**src/rtl/vsup_pkg.sv**
```systemverilog
// Shared constants for the output voltage window supervisor.
// Assumes three comparator channels, in a fixed order.
package vsup_pkg;
    localparam int CH_OV  = 0;   // feedback above overvoltage level
    localparam int CH_UV  = 1;   // feedback below undervoltage level
    localparam int CH_DIS = 2;   // feedback below discharge-release level
    localparam int NUM_CH = 3;
endpackage

```
**src/rtl/vsup_flag_cond.sv**
```systemverilog
// Conditions one asynchronous comparator flag.
// A two-flop synchroniser is followed by a deglitcher. The output
// takes a new value only after FILT_LEN consecutive synchronised
// samples that differ from it.
// Assumes FILT_LEN >= 1. The output resets low (flag inactive).
module vsup_flag_cond #(
    parameter int FILT_LEN = 4
) (
    input  logic clk,
    input  logic rst_n,
    input  logic raw_i,
    output logic filt_o
);
    localparam int CW = $clog2(FILT_LEN + 1);
    localparam logic [CW-1:0] LIM = CW'(FILT_LEN - 1);

    logic          meta_q, sync_q;
    logic [CW-1:0] cnt_q;

    // Bring the raw flag into the clock domain.
    always_ff @(posedge clk) begin
        if (!rst_n) begin
            meta_q <= 1'b0;
            sync_q <= 1'b0;
        end else begin
            meta_q <= raw_i;
            sync_q <= meta_q;
        end
    end

    // Count disagreeing samples; flip the output once enough in a row are seen.
    always_ff @(posedge clk) begin
        if (!rst_n) begin
            cnt_q  <= '0;
            filt_o <= 1'b0;
        end else if (sync_q == filt_o) begin
            cnt_q <= '0;
        end else if (cnt_q == LIM) begin
            cnt_q  <= '0;
            filt_o <= sync_q;
        end else begin
            cnt_q <= cnt_q + 1'b1;
        end
    end


    filt_follow_chk: assert property (@(posedge clk) disable iff (!rst_n)
        !$stable(filt_o) |-> ($past(sync_q) == filt_o));
endmodule

```
**src/rtl/vsup_fault_core.sv**
```systemverilog
// Fault latches and the hysteretic low-side discharger.
// Assumes filtered flags as inputs. `armed` combines enable and
// both supply-valid conditions; when it drops, all state clears.
module vsup_fault_core (
    input  logic clk,
    input  logic rst_n,
    input  logic armed,
    input  logic ss_done,
    input  logic ov_f,
    input  logic uv_f,
    input  logic dis_f,
    output logic ov_fault,
    output logic uv_fault,
    output logic ls_dis
);
    // Latch the overvoltage fault; it clears only when disarmed.
    always_ff @(posedge clk) begin
        if (!rst_n || !armed) ov_fault <= 1'b0;
        else if (ov_f)        ov_fault <= 1'b1;
    end

    // Latch the undervoltage fault, which is masked before soft-start ends.
    always_ff @(posedge clk) begin
        if (!rst_n || !armed)      uv_fault <= 1'b0;
        else if (ss_done && uv_f)  uv_fault <= 1'b1;
    end

    // Discharger: on at an overvoltage, off at the release level, hold otherwise.
    always_ff @(posedge clk) begin
        if (!rst_n || !armed)            ls_dis <= 1'b0;
        else if (ov_fault || ov_f) begin
            if (ov_f)                    ls_dis <= 1'b1;
            else if (dis_f)              ls_dis <= 1'b0;
        end else                         ls_dis <= 1'b0;
    end


    ov_hold_chk: assert property (@(posedge clk) disable iff (!rst_n)
        (ov_fault && armed) |=> ov_fault);

    uv_gate_chk: assert property (@(posedge clk) disable iff (!rst_n)
        $rose(uv_fault) |-> $past(ss_done && armed));

    dis_needs_ov_chk: assert property (@(posedge clk) disable iff (!rst_n)
        ls_dis |-> ov_fault);
endmodule

```
**src/rtl/vout_window_supervisor.sv**
```systemverilog
// Top of the output voltage window supervisor.
// Conditions the three comparator flags and runs the fault core.
// Derives the switch overrides and registers power-good.
// Assumes en/vcc_ok/vin_ok/ss_done/ext_fault/seq_ls_off are synchronous.
module vout_window_supervisor
    import vsup_pkg::*;
#(
    parameter int FILT_LEN = 4,
    parameter int NUM_EXT  = 2
) (
    input  logic               clk,
    input  logic               rst_n,
    input  logic               en,
    input  logic               vcc_ok,
    input  logic               vin_ok,
    input  logic               ss_done,
    input  logic               ov_cmp,
    input  logic               uv_cmp,
    input  logic               dis_cmp,
    input  logic [NUM_EXT-1:0] ext_fault,
    input  logic               seq_ls_off,
    output logic               ov_fault,
    output logic               uv_fault,
    output logic               hs_force_off,
    output logic               ls_force_on,
    output logic               ls_force_off,
    output logic               soft_off_req,
    output logic               pgood
);
    logic [NUM_CH-1:0] raw, filt;
    logic              armed, ls_dis, pg_cond;

    assign raw[CH_OV]  = ov_cmp;
    assign raw[CH_UV]  = uv_cmp;
    assign raw[CH_DIS] = dis_cmp;
    assign armed       = en && vcc_ok && vin_ok;

    for (genvar c = 0; c < NUM_CH; c++) begin : g_cond
        vsup_flag_cond #(.FILT_LEN(FILT_LEN)) u_cond (
            .clk(clk), .rst_n(rst_n), .raw_i(raw[c]), .filt_o(filt[c])
        );
    end

    vsup_fault_core u_core (
        .clk(clk), .rst_n(rst_n), .armed(armed), .ss_done(ss_done),
        .ov_f(filt[CH_OV]), .uv_f(filt[CH_UV]), .dis_f(filt[CH_DIS]),
        .ov_fault(ov_fault), .uv_fault(uv_fault), .ls_dis(ls_dis)
    );

    // Overrides: the discharge request outranks every low-side-off request.
    always_comb begin
        hs_force_off = ov_fault || uv_fault;
        ls_force_on  = ls_dis;
        ls_force_off = (seq_ls_off || uv_fault) && !ls_dis;
        soft_off_req = uv_fault;
    end

    assign pg_cond = armed && ss_done && !filt[CH_OV] && !filt[CH_UV]
                   && !ov_fault && !uv_fault && (ext_fault == '0);

    // Register power-good from the window and protection state.
    always_ff @(posedge clk) begin
        if (!rst_n) pgood <= 1'b0;
        else        pgood <= pg_cond;
    end


    ls_excl_chk: assert property (@(posedge clk) disable iff (!rst_n)
        !(ls_force_on && ls_force_off));

    hs_off_chk: assert property (@(posedge clk) disable iff (!rst_n)
        (ov_fault || uv_fault) |-> hs_force_off);

    pgood_gate_chk: assert property (@(posedge clk) disable iff (!rst_n)
        $rose(pgood) |-> $past(armed && ss_done));

    pgood_fault_chk: assert property (@(posedge clk) disable iff (!rst_n)
        $past(ov_fault || uv_fault) |-> !pgood);
endmodule

```
**config.mk**
```make
export PLATFORM = sky130hd
export DESIGN_NAME = vout_window_supervisor
export DESIGN_NICKNAME = d
export VERILOG_FILES = /design/src/rtl/vsup_pkg.sv /design/src/rtl/vsup_flag_cond.sv /design/src/rtl/vsup_fault_core.sv /design/src/rtl/vout_window_supervisor.sv
export SDC_FILE = /design/constraint.sdc
export NUM_CORES = 1
export LEC_CHECK = 0
export ABC_AREA = 1
export BUFFER_PORTS_ARGS = -buffer_cell sky130_fd_sc_hd__buf_2
export CORE_MARGIN = 3
export CORE_UTILIZATION = 35
export DETAILED_ROUTE_END_ITERATION = 16
export SYNTH_ARGS = -nofsm -noshare
export SYNTH_HDL_FRONTEND = slang
export SYNTH_HIERARCHICAL = 1
export SYNTH_SLANG_ARGS = --single-unit
```
**constraint.sdc**
```tcl
create_clock -name clk -period 1.5 [get_ports clk]
set_input_delay 0.45 -clock clk [delete_from_list [all_inputs] [get_ports clk]]
set_output_delay 0.45 -clock clk [all_outputs]
set_load 0.005 [all_outputs]
```
### After elaboration in Yosys (flattened, before gate mapping)

Index checks and enable logic that the tools add are counted.

* reductions and logical operators: 30
* shift operators: 0
* $mul: 0
* multiplexer cells: 2
* add/sub/neg operators: 3
* $lt $le $gt $ge: 0
* div/mod/pow operators: 0
* eq/ne operators: 6
* bitwise operators: 5

Operators by type and width (count)
* logical AND 1 bit: 10
* adder 3 x 1 -> 3 bit (second input constant): 3
* == test 3 x 2 -> 1 bit (second input constant): 3
* OR reduction 3 bit: 3
* zero test 1 bit: 7
* AND reduction 2 bit: 3
* NOT 1 bit: 5
* logical OR 1 bit: 4
* == test 1 bit: 3
* zero test 2 bit: 1
* 2-to-1 mux 1 bit: 2
* nonzero test 2 bit: 1
* OR reduction 2 bit: 1

* latch bits: 0
* register bits after elaboration: 22
* output and inout bits: 7
* memory bits (read-only): 0
* RAM bits: 0
* input port bits: 12
* word-level logic and storage cells: 62
* memories: 0

### Logic depth before layout (Yosys ltp)

* depth in word-level cells: 8
* mapped depth: 6
* mapped depth without buffers: 6

### By module

Netlist, hierarchy kept.

Modules (own cells, without submodules)
* vsup_flag_cond: times used 3, area each 229.0 um^2, cells an instance 28
* vout_window_supervisor: times used 1, area each 113.9 um^2, cells an instance 20
* vsup_fault_core: times used 1, area each 107.6 um^2, cells an instance 15

### Least setup slack after synthesis

Ideal clock, no wire load.

* kind: input -> output
* start: in seq_ls_off
* end: out ls_force_off
* required time: 1050 ps
* data arrival time: 575 ps
* path slack: 475 ps
* path buffers: 0
* stages: 2
* path through: nor2_1 nor2_1

* longest elaborated chain between the ends: 2

Ends and longest elaborated chain
* start, declared: line vout_window_supervisor.sv:21 `input logic seq_ls_off,`
* logical OR 1 bit: line vout_window_supervisor.sv:54 `ls_force_off = (seq_ls_off || uv_fault) && !ls_dis;`
* logical AND 1 bit: line vout_window_supervisor.sv:54
* end, declared: line vout_window_supervisor.sv:26 `output logic ls_force_off,`

No other way between the ends.

### Final worst setup path

* start: reg u_core.uv_fault
* end: out hs_force_off

* longest elaborated chain between the ends: 1

Ends and longest elaborated chain
* start, declared: line vsup_fault_core.sv:13 `output logic uv_fault,`
* start signal, assigned: line vsup_fault_core.sv:24 `if (!rst_n || !armed) uv_fault <= 1'b0;`
* start signal, assigned: line vsup_fault_core.sv:25 `else if (ss_done && uv_f) uv_fault <= 1'b1;`
* logical OR 1 bit: line vout_window_supervisor.sv:52 `hs_force_off = ov_fault || uv_fault;`
* end, declared: line vout_window_supervisor.sv:24 `output logic hs_force_off,`

No other way between the ends.

==> flow_metrics.py <==
metrics = {
    "pwr": {
        "sw_frac_of_total": 0.2072,
        "leakage_nw": 0.5632,
        "p_sw_w": 0.0002004,
        "vdd_ir_drop_max_uv": 424.5,
        "power_frac_seq": 0.618,
        "power.internal_w": 0.0007668,
        "power_density_mw_per_mm2": 910.4,
        "combPwrFrac": 0.057,
        "clock_power_share": 0.325,
    },
    "routing": {
        "antenna_left": 0,
        "drtIter0Drc": 13,
        "routedWlPerCell_um": 8.167,
        "drt-vias-per-instance": 4.137,
        "drc": 0,
        "finalWirelength_um": 1372,
        "via_count": 695,
        "dr.pass1.iters": 4,
    },
    "clock_tree": {
        "clk_latency_ns": 0.30,
        "h-tree-depth": 1,
        "ctsHoldBuffers": 0,
        "cts_tree": "done",
        "cts.sinks": 22,
        "clk_pin_slew_ns": 0.11,
        "cts_buffers": 3,
        "cts_root_buf": "clkbuf_4",
        "cts_setup_buffers": 0,
        "cts-resized-gates": 0,
        "cts_buffer_depth": 2,
    },
    "synthesis": {
        "ys_types": 14,
        "syn_nets": 137,
        "synthAdderAreaFrac": 0.08264,
        "ys_ff_latch": 22,
        "yosys.area.top_type": "dfxtp_1",
        "avgSynthCellArea_sq_um": 7.633,
        "synthesis.area_sq_um": 908.4,
        "synth-compound-area-share": 0.01102,
        "seq_area_frac_synth": 0.4848,
        "yosys-top-cells-area": "dfxtp_1, inv_1, nand2_1",
        "synth-xor-area-share": 0,
        "synth_cells": 119,
        "synth_simple_gate_area_share": 0.2769,
        "synth_top_family_by_area": "simple AND/OR/NAND/NOR gates",
        "synth.area.mux_share": 0,
        "yosys.area.top_type_share": 0.4848,
        "yosysWarnings": 6,
    },
    "worst_setup_path": {
        "worstPathRequired_ns": 1.05,
        "cp.arrival_ns": 0.95,
        "critical_path_class": "register to output port",
        "critPathBufInv": 2,
        "max_stage_delay_ns": 0.40,
        "crit_family": "flip-flops",
        "rrSetupSlack_ns": 0.39,
        "critPathCaptureType": "output port",
        "critPathSlowestCell": "dfxtp_1",
        "worstPathMaxFanout": 5,
        "startpoint_type": "register",
        "crit_chain": "inv_1, nand2_2, buf_2",
    },
    "timing": {
        "finalSetupTns_ns": 0,
        "fin_hold_ws_ns": 0.3308,
        "fin_crit_sh": 0.9357,
        "skew_ns": 0.001652,
        "slew_violations": 0,
        "hold_violations": 0,
        "slew_headroom": 0.8188,
        "tightestPinTransition_ns": 0.2717,
        "grt_setup_unrepaired": "no",
        "max_freq_ghz": 0.7124,
        "period_needed_ns": 1.404,
        "setup_violations": 0,
    },
    "die": {
        "fp-row-count": 17,
        "die_h_um": 56.95,
        "pin_count": 19,
        "core-area_sq_mm": 0.002340,
        "start_util": 0.3882,
        "die_x_um": 56.95,
        "die_area_sq_mm": 0.003243,
    },
    "layout": {
        "final_nets": 159,
        "drive_gt1_frac": 0.2571,
        "area_growth_pct": 16.94,
        "layout.cells.non_filler": 168,
        "final_cell_mix": "inv_1, nand2_1, dfxtp_1",
        "antenna_cells": 0,
        "fill_cells": 251,
        "mostFrequentLayoutCell": "inv_1",
    },
    "grt": {
        "grt_max_degree": 15,
        "grt_first_pass_wirelength_um": 2325,
        "grt_overflow_total": 0,
        "grt_pass1_vias": 619,
        "antenna_found_initial": 0,
        "grt_use_total": 0.09074,
    },
    "run": {
        "maxCapViolCount": 0,
    },
    "placement": {
        "io_buffers": 18,
        "gp_congestion": 0.7387,
        "dpl.cell_count": 164,
        "hpwl_um": 1094,
    },
    "min_path": {
        "hp-class": "input port to register",
    },
    "run_status": {
        "status": "completed",
    },
}
## kinds of logic (layout without fill, tap and decap cells)
| kind of cell | Yosys count | count (layout) |
|---|---|---|
| AND/OR/NAND/NOR | 55 | 55 |
| buffers and inverters | 34 | 55 |
| flip-flops | 22 | 22 |
| adder cells (fa/ha/maj) | 6 | 6 |
| AO/OA/AOI/OAI | 2 | 2 |
## Yosys cell counts, drive strengths merged
cell / n
nor2: 25
nand2: 26
inv: 32
a21oi: 2
dfxtp: 22
buf: 1
nand3: 4
clkinv: 1
ha: 6
## power groups by stage
stage | registers [W] | clock network [W] | logic, W
after global routing | 0.000599 | 0.000352 | 0.0000644
after detailed placement | 0.000611 | 0 | 0.0000558
after floorplan | 0.000610 | 0 | 0.0000312
after CTS | 0.000598 | 0.000338 | 0.0000561
final | 0.000598 | 0.000314 | 0.0000553
after global placement | 0.000611 | 0 | 0.0000537
## cell type report
cell class,instances,area (sq um),area share
Sequential cell,22,440.4,0.4146
Tap cell,28,35.03,0.03298
Multi-Input combinational cell,63,336.6,0.3168
Timing Repair Buffer,18,90.09,0.08481
Clock buffer,4,36.28,0.03416
Inverter,33,123.9,0.1166
## state kept, by name (all words and copies together), names as in the netlist
name / cells
g_cond.u_cond/cnt_q: 9
g_cond.u_cond/filt_o: 3
g_cond.u_cond/meta_q: 3
g_cond.u_cond/sync_q: 3
pgood: 1
u_core/ls_dis: 1
u_core/ov_fault: 1
u_core/uv_fault: 1
## metal layers
layer  up-vias  GRT usage  share of wire
met1       298     0.1003           0.45
li1        378          -              -
met4         0    0.05960          0.012
met3         2    0.02036          0.070
met5         -          0              0
met2        17     0.1550           0.46
## metrics by stage
step / util / total power (W) / worst slack [ns] / instance area (sq um)
CTS: 0.4540 / 0.0009922 / 0.06696 / 1062
floorplan: - / 0.0006416 / 0.4746 / 908.4
global route: 0.4540 / 0.001016 / 0.01409 / 1062
global placement: 0.4385 / 0.0006645 / 0.2760 / 1026
finish: 0.4540 / 0.0009671 / 0.09638 / 1062
detailed placement: 0.4385 / 0.0006670 / 0.2630 / 1026
## path summary, 6_finish.rpt
path	from	to	cells after the start
setup reg to reg	g_cond[0].u_cond/cnt_q[0]	g_cond[0].u_cond/cnt_q[2]	5
hold / removal	dis_cmp	g_cond[2].u_cond/meta_q	3
setup / recovery	u_core/uv_fault	hs_force_off	3
hold reg to reg	g_cond[2].u_cond/cnt_q[0]	g_cond[2].u_cond/cnt_q[0]	1
## worst min-delay path: stages
cell,delay [ns]
buf_2,0.07
nand2_1,0.04
inv_1,0.04
No activity file was read; power rests on OpenSTA's default activity.
